<file path="config.mk">
export PLATFORM = sky130hd
export DESIGN_NAME = word_split_pack
export DESIGN_NICKNAME = d
export VERILOG_FILES = /design/src/rtl/wsp_pkg.sv /design/src/rtl/wsp_mod_counter.sv /design/src/rtl/wsp_serializer.sv /design/src/rtl/wsp_packer.sv /design/src/rtl/word_split_pack.sv
export SDC_FILE = /design/constraint.sdc
export NUM_CORES = 1
export LEC_CHECK = 0
export ABC_AREA = 1
export BUFFER_PORTS_ARGS = -buffer_cell sky130_fd_sc_hd__buf_2
export CAP_MARGIN = 20
export CORE_MARGIN = 2
export CORE_UTILIZATION = 45
export DETAILED_ROUTE_END_ITERATION = 8
export GPL_ROUTABILITY_DRIVEN = 1
export MAX_ROUTING_LAYER = met4
export PLACE_DENSITY = 0.74
export SYNTH_ARGS = -nofsm -noshare
export SYNTH_HDL_FRONTEND = slang
export SYNTH_SLANG_ARGS = --single-unit
</file>
<file path="constraint.sdc">
create_clock -name clk -period 3.67 [get_ports clk]
set_clock_uncertainty 0.15 [all_clocks]
set_input_delay 0.734 -clock clk [delete_from_list [all_inputs] [get_ports clk]]
set_output_delay 0.734 -clock clk [all_outputs]
set_load 0.01 [all_outputs]
</file>
<file path="src/rtl/wsp_pkg.sv">
package wsp_pkg;

  typedef enum logic {
    SER_IDLE = 1'b0,
    SER_SEND = 1'b1
  } ser_state_e;

  // number of lanes a word splits into
  function automatic int lanes_in(input int word_w, input int lane_w);
    return word_w / lane_w;
  endfunction

  // counter width for a modulus, at least one bit
  function automatic int cnt_width(input int modulus);
    return (modulus > 1) ? $clog2(modulus) : 1;
  endfunction

endpackage

</file>
<file path="src/rtl/wsp_mod_counter.sv">
module wsp_mod_counter #(
  parameter int MOD = 5,
  localparam int CW = wsp_pkg::cnt_width(MOD)
) (
  input  logic          clk,
  input  logic          rst_n,
  input  logic          inc,
  output logic [CW-1:0] count,
  output logic          at_top
);

  assign at_top = (count == CW'(MOD - 1));

  always_ff @(posedge clk or negedge rst_n) begin
    if (!rst_n) begin
      count <= '0;
    end else if (inc) begin
      count <= at_top ? '0 : count + CW'(1);
    end
  end

endmodule

</file>
<file path="src/rtl/wsp_serializer.sv">
module wsp_serializer
  import wsp_pkg::*;
#(
  parameter int WORD_W = 40,
  parameter int LANE_W = 8,
  localparam int LANES = lanes_in(WORD_W, LANE_W),
  localparam int IW    = cnt_width(LANES)
) (
  input  logic              clk,
  input  logic              rst_n,
  input  logic              src_empty,
  input  logic [WORD_W-1:0] src_word,
  output logic              src_take,
  output logic [LANE_W-1:0] lane_data,
  output logic              lane_valid,
  output logic              lane_last
);

  ser_state_e        state;
  logic [WORD_W-1:0] hold;
  logic [IW-1:0]     idx;
  logic              idx_top;
  logic              can_take;

  function automatic logic [LANE_W-1:0] lane_of(input logic [WORD_W-1:0] w,
                                                 input logic [IW-1:0] i);
    return w[i*LANE_W +: LANE_W];
  endfunction

  wsp_mod_counter #(.MOD(LANES)) lane_cnt_i (
    .clk    (clk),
    .rst_n  (rst_n),
    .inc    (lane_valid),
    .count  (idx),
    .at_top (idx_top)
  );

  assign lane_valid = (state == SER_SEND);
  assign lane_last  = lane_valid && idx_top;
  assign can_take   = (state == SER_IDLE) || lane_last;
  assign src_take   = can_take && !src_empty;
  assign lane_data  = lane_valid ? lane_of(hold, idx) : '0;

  always_ff @(posedge clk or negedge rst_n) begin
    if (!rst_n) begin
      state <= SER_IDLE;
      hold  <= '0;
    end else if (src_take) begin
      state <= SER_SEND;
      hold  <= src_word;
    end else if (lane_last) begin
      state <= SER_IDLE;
    end
  end

endmodule

</file>
<file path="src/rtl/wsp_packer.sv">
module wsp_packer
  import wsp_pkg::*;
#(
  parameter int LANE_W  = 8,
  parameter int GROUP_N = 5,
  parameter int KEEP_N  = 3,
  localparam int CW    = cnt_width(GROUP_N),
  localparam int RES_W = LANE_W * KEEP_N
) (
  input  logic              clk,
  input  logic              rst_n,
  input  logic [LANE_W-1:0] in_byte,
  input  logic              in_valid,
  output logic [RES_W-1:0]  result,
  output logic              result_valid,
  output logic              keep_now,
  output logic              final_now
);

  logic [CW-1:0]    pos;
  logic             pos_top;
  logic [RES_W-1:0] stage;
  logic [RES_W-1:0] merged;

  function automatic logic [RES_W-1:0] place_lane(input logic [RES_W-1:0] acc,
                                                   input logic [CW-1:0] slot,
                                                   input logic [LANE_W-1:0] b);
    logic [RES_W-1:0] r;
    r = acc;
    r[slot*LANE_W +: LANE_W] = b;
    return r;
  endfunction

  wsp_mod_counter #(.MOD(GROUP_N)) group_cnt_i (
    .clk    (clk),
    .rst_n  (rst_n),
    .inc    (in_valid),
    .count  (pos),
    .at_top (pos_top)
  );

  assign keep_now  = in_valid && (pos < CW'(KEEP_N));
  assign final_now = in_valid && (pos == CW'(KEEP_N - 1));
  assign merged    = place_lane(stage, pos, in_byte);

  always_ff @(posedge clk or negedge rst_n) begin
    if (!rst_n) begin
      stage        <= '0;
      result       <= '0;
      result_valid <= 1'b0;
    end else begin
      result_valid <= final_now;
      if (keep_now) begin
        stage <= merged;
      end
      if (final_now) begin
        result <= merged;
      end
    end
  end

endmodule

</file>
<file path="src/rtl/word_split_pack.sv">
module word_split_pack
  import wsp_pkg::*;
#(
  parameter int WORD_W  = 40,
  parameter int LANE_W  = 8,
  parameter int GROUP_N = 5,
  parameter int KEEP_N  = 3,
  localparam int RES_W = LANE_W * KEEP_N
) (
  input  logic              clk,
  input  logic              rst_n,
  input  logic              fifo_empty,
  input  logic [WORD_W-1:0] fifo_word,
  output logic              fifo_pop,
  output logic [LANE_W-1:0] proc_byte,
  output logic              proc_valid,
  input  logic [LANE_W-1:0] proc_out_byte,
  input  logic              proc_out_valid,
  output logic [RES_W-1:0]  pack_data,
  output logic              pack_valid
);

  // named internal events, observed by the bound checker
  logic ser_last;
  logic pk_keep;
  logic pk_final;

  wsp_serializer #(.WORD_W(WORD_W), .LANE_W(LANE_W)) ser_i (
    .clk        (clk),
    .rst_n      (rst_n),
    .src_empty  (fifo_empty),
    .src_word   (fifo_word),
    .src_take   (fifo_pop),
    .lane_data  (proc_byte),
    .lane_valid (proc_valid),
    .lane_last  (ser_last)
  );

  wsp_packer #(.LANE_W(LANE_W), .GROUP_N(GROUP_N), .KEEP_N(KEEP_N)) pk_i (
    .clk          (clk),
    .rst_n        (rst_n),
    .in_byte      (proc_out_byte),
    .in_valid     (proc_out_valid),
    .result       (pack_data),
    .result_valid (pack_valid),
    .keep_now     (pk_keep),
    .final_now    (pk_final)
  );

endmodule

</file>
==> results.md, run 1 <==
* Max VDD drop at between 500 and 600 uV
* Cell with the largest stage delay on the worst path: sky130_fd_sc_hd__dfrtp_1
* Peak clock frequency supported by timing at about 0.3 GHz
* Initial antenna violation count at 0
* Global-route wire length before repair at just under 20 mm
* Distinct cell type count of the synthesized netlist at 24
* Cell count after synthesis at between 600 and 700
* Quantity of I/O buffers inserted on ports at 86
* Number of setup buffers added after CTS at 0
* Root Buffer: sky130_fd_sc_hd__clkbuf_8
* Setup CP Type: reg2out
* Critical path startpoint category: register
* Total grt overflow at 0
* Via total after detailed routing at about 4200
* Placeable core area at ~10000 um2
* Multi-input gate area in the final layout at around 1900 um2
* Syn Nets at between 600 and 700
* Rows at 37
* Total power per unit cell area at about 870 nW/um2
* Startpoint of the lowest-slack register-to-register path: ser_i.lane_cnt_i.count[1]
* CP Data Arrival Time at between 2 and 2.5 ns
* Sequential element share of the synthesized area at roughly half
* Slew at the pin closest to its max-slew limit at about 0.79 ns
* Die Y-Extent at 106 um
* Register bit total from synthesis at 96
* Final GP Congestion at between 0.8 and 0.9
* Buf/Inv on CP at 4
* GR Util All Layers at between 20% and 30%
* H-Tree Depth at 3
* Register area at 2400 um2
* Clock-pin slew on the worst setup and hold paths at approximately 0.1 ns
* Antenna diodes at 0
* Avg Inst Size Synth at about 7.5 um2
* Worst hold path type: in2async
* Post-route fraction of the period consumed by the critical path at 90.5%
* Total Wirelength at roughly 11 mm
* TritonCTS clock tree: done
* Dominant delay contributor by cell family on the critical path: buffers and inverters
* Warnings, synthesis at 0
* Unrepaired setup endpoints after global routing: false
* Net count reported at finish at ~770
* Number of hold buffers added after CTS at 0
* Floorplan die width at roughly 110 um
* Total of cells resized after clock tree synthesis at 0
* Detailed-route wire length per cell at 13.4 um
* Effective utilization at floorplan at roughly 46%
* Worst EP required at around 2.8 ns
* Number of vias per cell after detailed routing at 4.99
* Final total negative setup slack at 0 ns
* Number of global-route vias before repair at 4162
* Category of the worst setup path capture point: output port
* Count of final setup violators at 0
* DRC at 0
* Sum of net half-perimeters after detailed placement at approximately 7.8 mm
* Iteration-0 DRC Markers at 217
* Die Footprint at ~11000 um2
* Static Leakage at ~3.2 nW
* Ordered cell list for the critical path: clkinv_1 -> ha_1 -> nand2_1 -> nand2_1 -> inv_1 -> or2_1 -> clkinv_4 -> buf_2
* Count of maximum capacitance violations at 0
* Commonest cells after routing, fill and taps aside: 293 x sky130_fd_sc_hd__nand2_1, 96 x sky130_fd_sc_hd__dfrtp_1, 85 x sky130_fd_sc_hd__buf_2
* Reg2reg setup slack at ~1.3 ns
* Residual antenna-violating net count after detailed routing at 0
* Crit path largest cell delay at roughly 0.55 ns
* Final hold vios at 0
* Placed cell areas at between 5000 and 6000 um2
* Most frequent standard cell in the layout excluding fill and tap cells: sky130_fd_sc_hd__nand2_1
* Remaining max-slew budget at the tightest pin at a little under half
* Reg-to-reg critical path endpoint: ser_i.hold[12]
* Top-Level Pins at 87
* CP max FO at 41
* Layout cells sized above 1 at 17.4%
* Pin count of the biggest net entering global routing at 42
* Number of search-and-repair iterations in the first detailed-routing pass at 5
* Final count of pins violating max slew at 0
* Clock period minus worst slack at 3.32 ns
* Number of buffers added by the clock tree synthesis step at 9
* Netlist area before placement at ~4700 um2
* Status: completed
* Clock Sinks at 96
* Area added between synthesis and finish at 16.2%
* Worst r2r path cells at 9
* Maximum number of buffers from clock root to sink at 2
* Layout fillers at between 900 and 1000
* Worst-Skew Late Latency at approximately 0.4 ns
* Critical Path Most Common Cell: sky130_fd_sc_hd__nand2_1
* Post-route cell area at 5460 um2
==> report_power, final <==
part           switching (mW)  leakage [nW]  internal, mW  total, mW
Clock                   0.395         0.127         0.475      0.870
Combinational            1.31          1.86         0.725       2.04
Sequential              0.308          1.23          1.52       1.83
==> stage by stage <==
| stage | setup WS [ns] | utilization, % | hold WS (ns) | cells | power (mW) |
|---|---|---|---|---|---|
| 2_1_floorplan | 1.25 | - | 0.288 | 626 | 3.26 |
| 3_3_place_gp | 0.886 | 50.9 | 0.310 | 832 | 3.77 |
| 3_5_place_dp | 0.804 | 50.9 | 0.311 | 832 | 3.86 |
| 4_1_cts | 0.350 | 53.3 | 0.179 | 848 | 4.75 |
| 5_1_grt | 0.128 | 53.3 | 0.196 | 848 | 5.16 |
| 6_report | 0.350 | 53.3 | 0.168 | 848 | 4.74 |
==> worst reg2reg max path, delay by kind of cell (launching register included) <==
| kind | cells | cell delay [ns] |
|---|---|---|
| buf+inv | 3 | 0.77 |
| flops | 1 | 0.55 |
| simple gates | 5 | 0.54 |
| fa+ha+maj | 1 | 0.30 |
==> synth_stat cells <==
library cell               number  area [um2]
sky130_fd_sc_hd__buf_6          4        45.0
sky130_fd_sc_hd__nor2_2         3        18.8
sky130_fd_sc_hd__nand2_4        1        11.3
sky130_fd_sc_hd__clkinv_1       2        7.51
sky130_fd_sc_hd__o22ai_1        1        6.26
sky130_fd_sc_hd__a21oi_4        1        16.3
sky130_fd_sc_hd__nand2_2        2        12.5
sky130_fd_sc_hd__nor2_1        35         131
sky130_fd_sc_hd__clkinv_4       1        8.76
sky130_fd_sc_hd__ha_1           7        87.6
sky130_fd_sc_hd__inv_1         58         218
sky130_fd_sc_hd__or2_2          1        6.26
sky130_fd_sc_hd__buf_1          1        3.75
sky130_fd_sc_hd__buf_2         14        70.1
sky130_fd_sc_hd__nand3_1       81         405
sky130_fd_sc_hd__inv_2          4        15.0
sky130_fd_sc_hd__clkbuf_1       1        3.75
sky130_fd_sc_hd__nor2_4         2        22.5
sky130_fd_sc_hd__buf_4          2        15.0
sky130_fd_sc_hd__dfrtp_1       96        2400
sky130_fd_sc_hd__o21ai_0       14        70.1
sky130_fd_sc_hd__or2_1          1        6.26
sky130_fd_sc_hd__nand4_2        1        12.5
sky130_fd_sc_hd__nand2_1      293        1100
==> registers in the layout, summed over array words and instances, names as in the netlist <==
| register | count |
|---|---|
| ser_i.lane_valid | 1 |
| ser_i.hold | 40 |
| ser_i.lane_cnt_i.count | 3 |
| pk_i.stage | 24 |
| pk_i.result_valid | 1 |
| pk_i.group_cnt_i.count | 3 |
| pk_i.result | 24 |
==> final cells by class <==
type,count,share of cell area (%)
Sequential cell,96,44.0
Clock inverter,6,2.06
Multi-Input combinational cell,443,34.9
Clock buffer,10,2.52
Timing Repair Buffer,92,8.76
Inverter,65,4.56
Tap cell,136,3.12
==> worst max path at each step <==
stage	cells past startpoint	start	to
after floorplan	10	ser_i.lane_cnt_i.count[1]	fifo_pop
after global placement	8	ser_i.lane_cnt_i.count[1]	fifo_pop
after detailed placement	8	ser_i.lane_cnt_i.count[1]	fifo_pop
after CTS	8	ser_i.lane_cnt_i.count[1]	fifo_pop
after global routing	8	ser_i.lane_cnt_i.count[1]	fifo_pop
final	8	ser_i.lane_cnt_i.count[1]	fifo_pop
==> cells by family (layout without fill, tap and decap cells) <==
family,Yosys count,after routing,share of synthesized area [%]
and+or+nand+nor,420,420,36.8
DFF,96,96,51.2
buffers and inverters,87,173,8.23
AOI/OAI and AO/OA,16,16,1.97
adders and majority gates,7,7,1.87
==> routing by layer <==
metal  vias up  share of wire, %  global-route usage, %
li1       2074                 -                      -
met1      1974                43                   27.0
met2       166                49                   36.4
met3        18               6.5                   5.09
met4         0               1.9                   7.42
met5         -                 0                      -
Power figures use the tool's default switching activity.
==> run 2, diff against run 1 <==
--- a/config.mk
+++ b/config.mk
@@ -13,7 +13,8 @@
 export DETAILED_ROUTE_END_ITERATION = 8
 export GPL_ROUTABILITY_DRIVEN = 1
 export MAX_ROUTING_LAYER = met4
-export PLACE_DENSITY = 0.74
+export PLACE_DENSITY = 0.73
 export SYNTH_ARGS = -nofsm -noshare
 export SYNTH_HDL_FRONTEND = slang
+export SYNTH_HIERARCHICAL = 1
 export SYNTH_SLANG_ARGS = --single-unit
==> results.md, run 2 <==
* Effective utilization at floorplan at 46.3% (+0.40 points)
* Global-route met1 utilization at 23.4% (-3.6 points)
* Pin count of the biggest net entering global routing at 65 (+55%)
* Maximum number of buffers from clock root to sink at 2 (unchanged)
* Total grt overflow at 0 (unchanged)
* Setup CP Type: reg2out
* Number of flip-flops in the largest register at 40 (unchanged)
* DRC at 0 (unchanged)
* Net count reported at finish at 751 (-2.0%)
* Total power per unit cell area at 843 nW/um2 (-2.9%)
* Placeable core area at 11400 um2 (+12%)
* Antenna diodes at 0 (unchanged)
* Initial antenna violation count at 0 (unchanged)
* Number of global-route vias before repair at 4162 (unchanged)
* H-Tree Depth at 3 (unchanged)
* Worst EP required at 2.79 ns (about the same)
* Routing usage on met2 at 32.8% (-3.6 points)
* Layout fillers at 1038 (+5.4%)
* Proportion of power drawn by combinational gates at 45.1% (+2.1 points)
* Max VDD drop at 663 uV (+18%)
* Design Power at 5.05 mW (+6.7%)
* Critical path startpoint category: register
* Final total negative setup slack at 0 ns (unchanged)
* Via total after detailed routing at 4230 (-0.047%)
* Top Usage Layer GRT: met2
* Syn Nets at 674 (-1.6%)
* CP max FO at 41 (unchanged)
* Clk pwr share at 19.3% (+0.9 points)
* Multi-input gate area in the final layout at 2430 um2 (+27%)
* Category of the worst setup path capture point: output port
* Number of setup buffers added after CTS at 0 (unchanged)
* Non-filler instance count after layout at 840 (-0.94%)
* Rows at 39 (+5.4%)
* Final GP Congestion at 0.870 (+0.75%)
* Number of search-and-repair iterations in the first detailed-routing pass at 6 (+1)
* Number of vias per cell after detailed routing at 5.04 (+0.90%)
* Top-Level Pins at 87 (unchanged)
* Final hold slack at 0.326 ns (+0.158 ns)
* Root Buffer: sky130_fd_sc_hd__clkbuf_16
* Floorplan die width at 112 um (+5.9%)
* Iteration-0 DRC Markers at 325 (+50%)
* Final hold vios at 0 (unchanged)
* Setup slack after placement at 0.863 ns (+0.0589 ns)
* Residual antenna-violating net count after detailed routing at 0 (unchanged)
* Static Leakage at 3.54 nW (+10%)
* Warnings, synthesis at 6 (+6)
* TritonCTS clock tree: done
* Quantity of I/O buffers inserted on ports at 86 (unchanged)
* Worst hold path type: reg2reg
* Cell Count Post-Placement at 824 (-0.96%)
* Peak clock frequency supported by timing at 0.314 GHz (+4.4%)
* Clock period minus worst slack at 3.18 ns (-0.139 ns)
* Reg2reg setup slack at 1.01 ns (-0.28 ns)
* Placed cell areas at 5680 um2 (+9.2%)
* Global-route wire length before repair at 19.2 mm (-0.18%)
* Number of hold buffers added after CTS at 0 (unchanged)
* Die Footprint at 12600 um2 (+12%)
* Netlist area before placement at 5290 um2 (+13%)
* GR Util met3 at 4.54% (-0.55 points)
* Switching share of power at 44.0% (+1.5 points)
* Commonest cells after routing, fill and taps aside: 233 x sky130_fd_sc_hd__nand2_1, 96 x sky130_fd_sc_hd__dfrtp_1, 85 x sky130_fd_sc_hd__buf_2
* Slew at the pin closest to its max-slew limit at 0.825 ns (+0.0351 ns)
* Worst-Skew Late Latency at 0.34 ns (-0.05 ns)
* Final count of pins violating max slew at 0 (unchanged)
* Unrepaired setup endpoints after global routing: false
* Most frequent standard cell in the layout excluding fill and tap cells: sky130_fd_sc_hd__nand2_1
* Register area at 2400 um2 (unchanged)
* P_sw at 2.22 mW (+10%)
* Sum of net half-perimeters after detailed placement at 8.02 mm (+2.9%)
* Cell count after synthesis at 615 (-1.8%)
* Number of buffers added by the clock tree synthesis step at 9 (unchanged)
* Layout cells sized above 1 at 30.6% (+13 points)
* Die Y-Extent at 112 um (+5.9%)
* Pint at 2.83 mW (+3.9%)
* Clock Sinks at 96 (unchanged)
* Final worst-path setup slack at 0.489 ns (+0.139 ns)
* GR Util All Layers at 19.4% (-2.7 points)
* Largest register by flop count: ser_i/hold
* CP Data Arrival Time at 2.30 ns (-0.14 ns)
* Status: completed
* Count of final setup violators at 0 (unchanged)
* Avg Inst Size Synth at 8.60 um2 (+15%)
* Total Wirelength at 11.5 mm (+1.3%)
* Total of cells resized after clock tree synthesis at 0 (unchanged)
* Remaining max-slew budget at the tightest pin at 45.0% (-2.3 points)
* Post-route cell area at 5990 um2 (+9.8%)
* Clock-pin slew on the worst setup and hold paths at 0.07 ns (-0.03 ns)
* Final core utilization at 52.5% (-0.85 points)
* Sequential fraction of design power at 35.5% (-3.1 points)
* Post-route fraction of the period consumed by the critical path at 86.7% (-3.8 points)
* Detailed-route wire length per cell at 13.7 um (+2.3%)
* Largest registers: ser_i/hold: 40 flops, pk_i/result: 24 flops, pk_i/stage: 24 flops
* Count of maximum capacitance violations at 0 (unchanged)
* Area added between synthesis and finish at 13.4%
==> run 2: worst paths after layout <==
check | startpoint | endpoint | depth (start not counted)
max | ser_i/lane_cnt_i/count[1] | fifo_pop | 9
min | pk_i/result[20] | pk_i/result[20] | 2
max reg2reg | ser_i/lane_cnt_i/count[1] | ser_i/hold[31] | 11
min reg2reg | pk_i/result[20] | pk_i/result[20] | 2
max in group asynchronous | rst_n | pk_i/stage[23] | 2
min in group asynchronous | rst_n | ser_i/hold[0] | 1
==> run 2: routing by layer <==
metal	share of wire (%)	vias up
met5	0	-
met4	1.6	0
met3	7.1	15
met2	49	172
met1	42	1977
li1	-	2066
==> run 2: final cells by class <==
class                           count  area share, %
Multi-Input combinational cell    445           40.5
Sequential cell                    96           40.1
Timing Repair Buffer               89           7.81
Clock buffer                       10           3.99
Inverter                           51           3.44
Tap cell                          143           2.99
Clock inverter                      6           1.17
==> run 2: worst max-delay path, cell delays in order, from the launching register on <==
cell and delay (ns):
sky130_fd_sc_hd__dfrtp_1 0.66, sky130_fd_sc_hd__inv_1 0.11, sky130_fd_sc_hd__ha_1 0.22, sky130_fd_sc_hd__nand2_1 0.09, sky130_fd_sc_hd__inv_1 0.05, sky130_fd_sc_hd__inv_1 0.13
sky130_fd_sc_hd__nand2_8 0.08, sky130_fd_sc_hd__nand2_8 0.23, sky130_fd_sc_hd__inv_8 0.17, sky130_fd_sc_hd__buf_2 0.18
==> run 2: power groups by stage <==
stage	Clock (mW)	Sequential, mW	Combinational [mW]
final	0.977	1.79	2.28
after global routing	1.04	1.85	2.55
after CTS	1.00	1.79	2.29
after detailed placement	0	1.80	2.28
after global placement	0	1.79	2.21
after floorplan	0	1.74	1.88
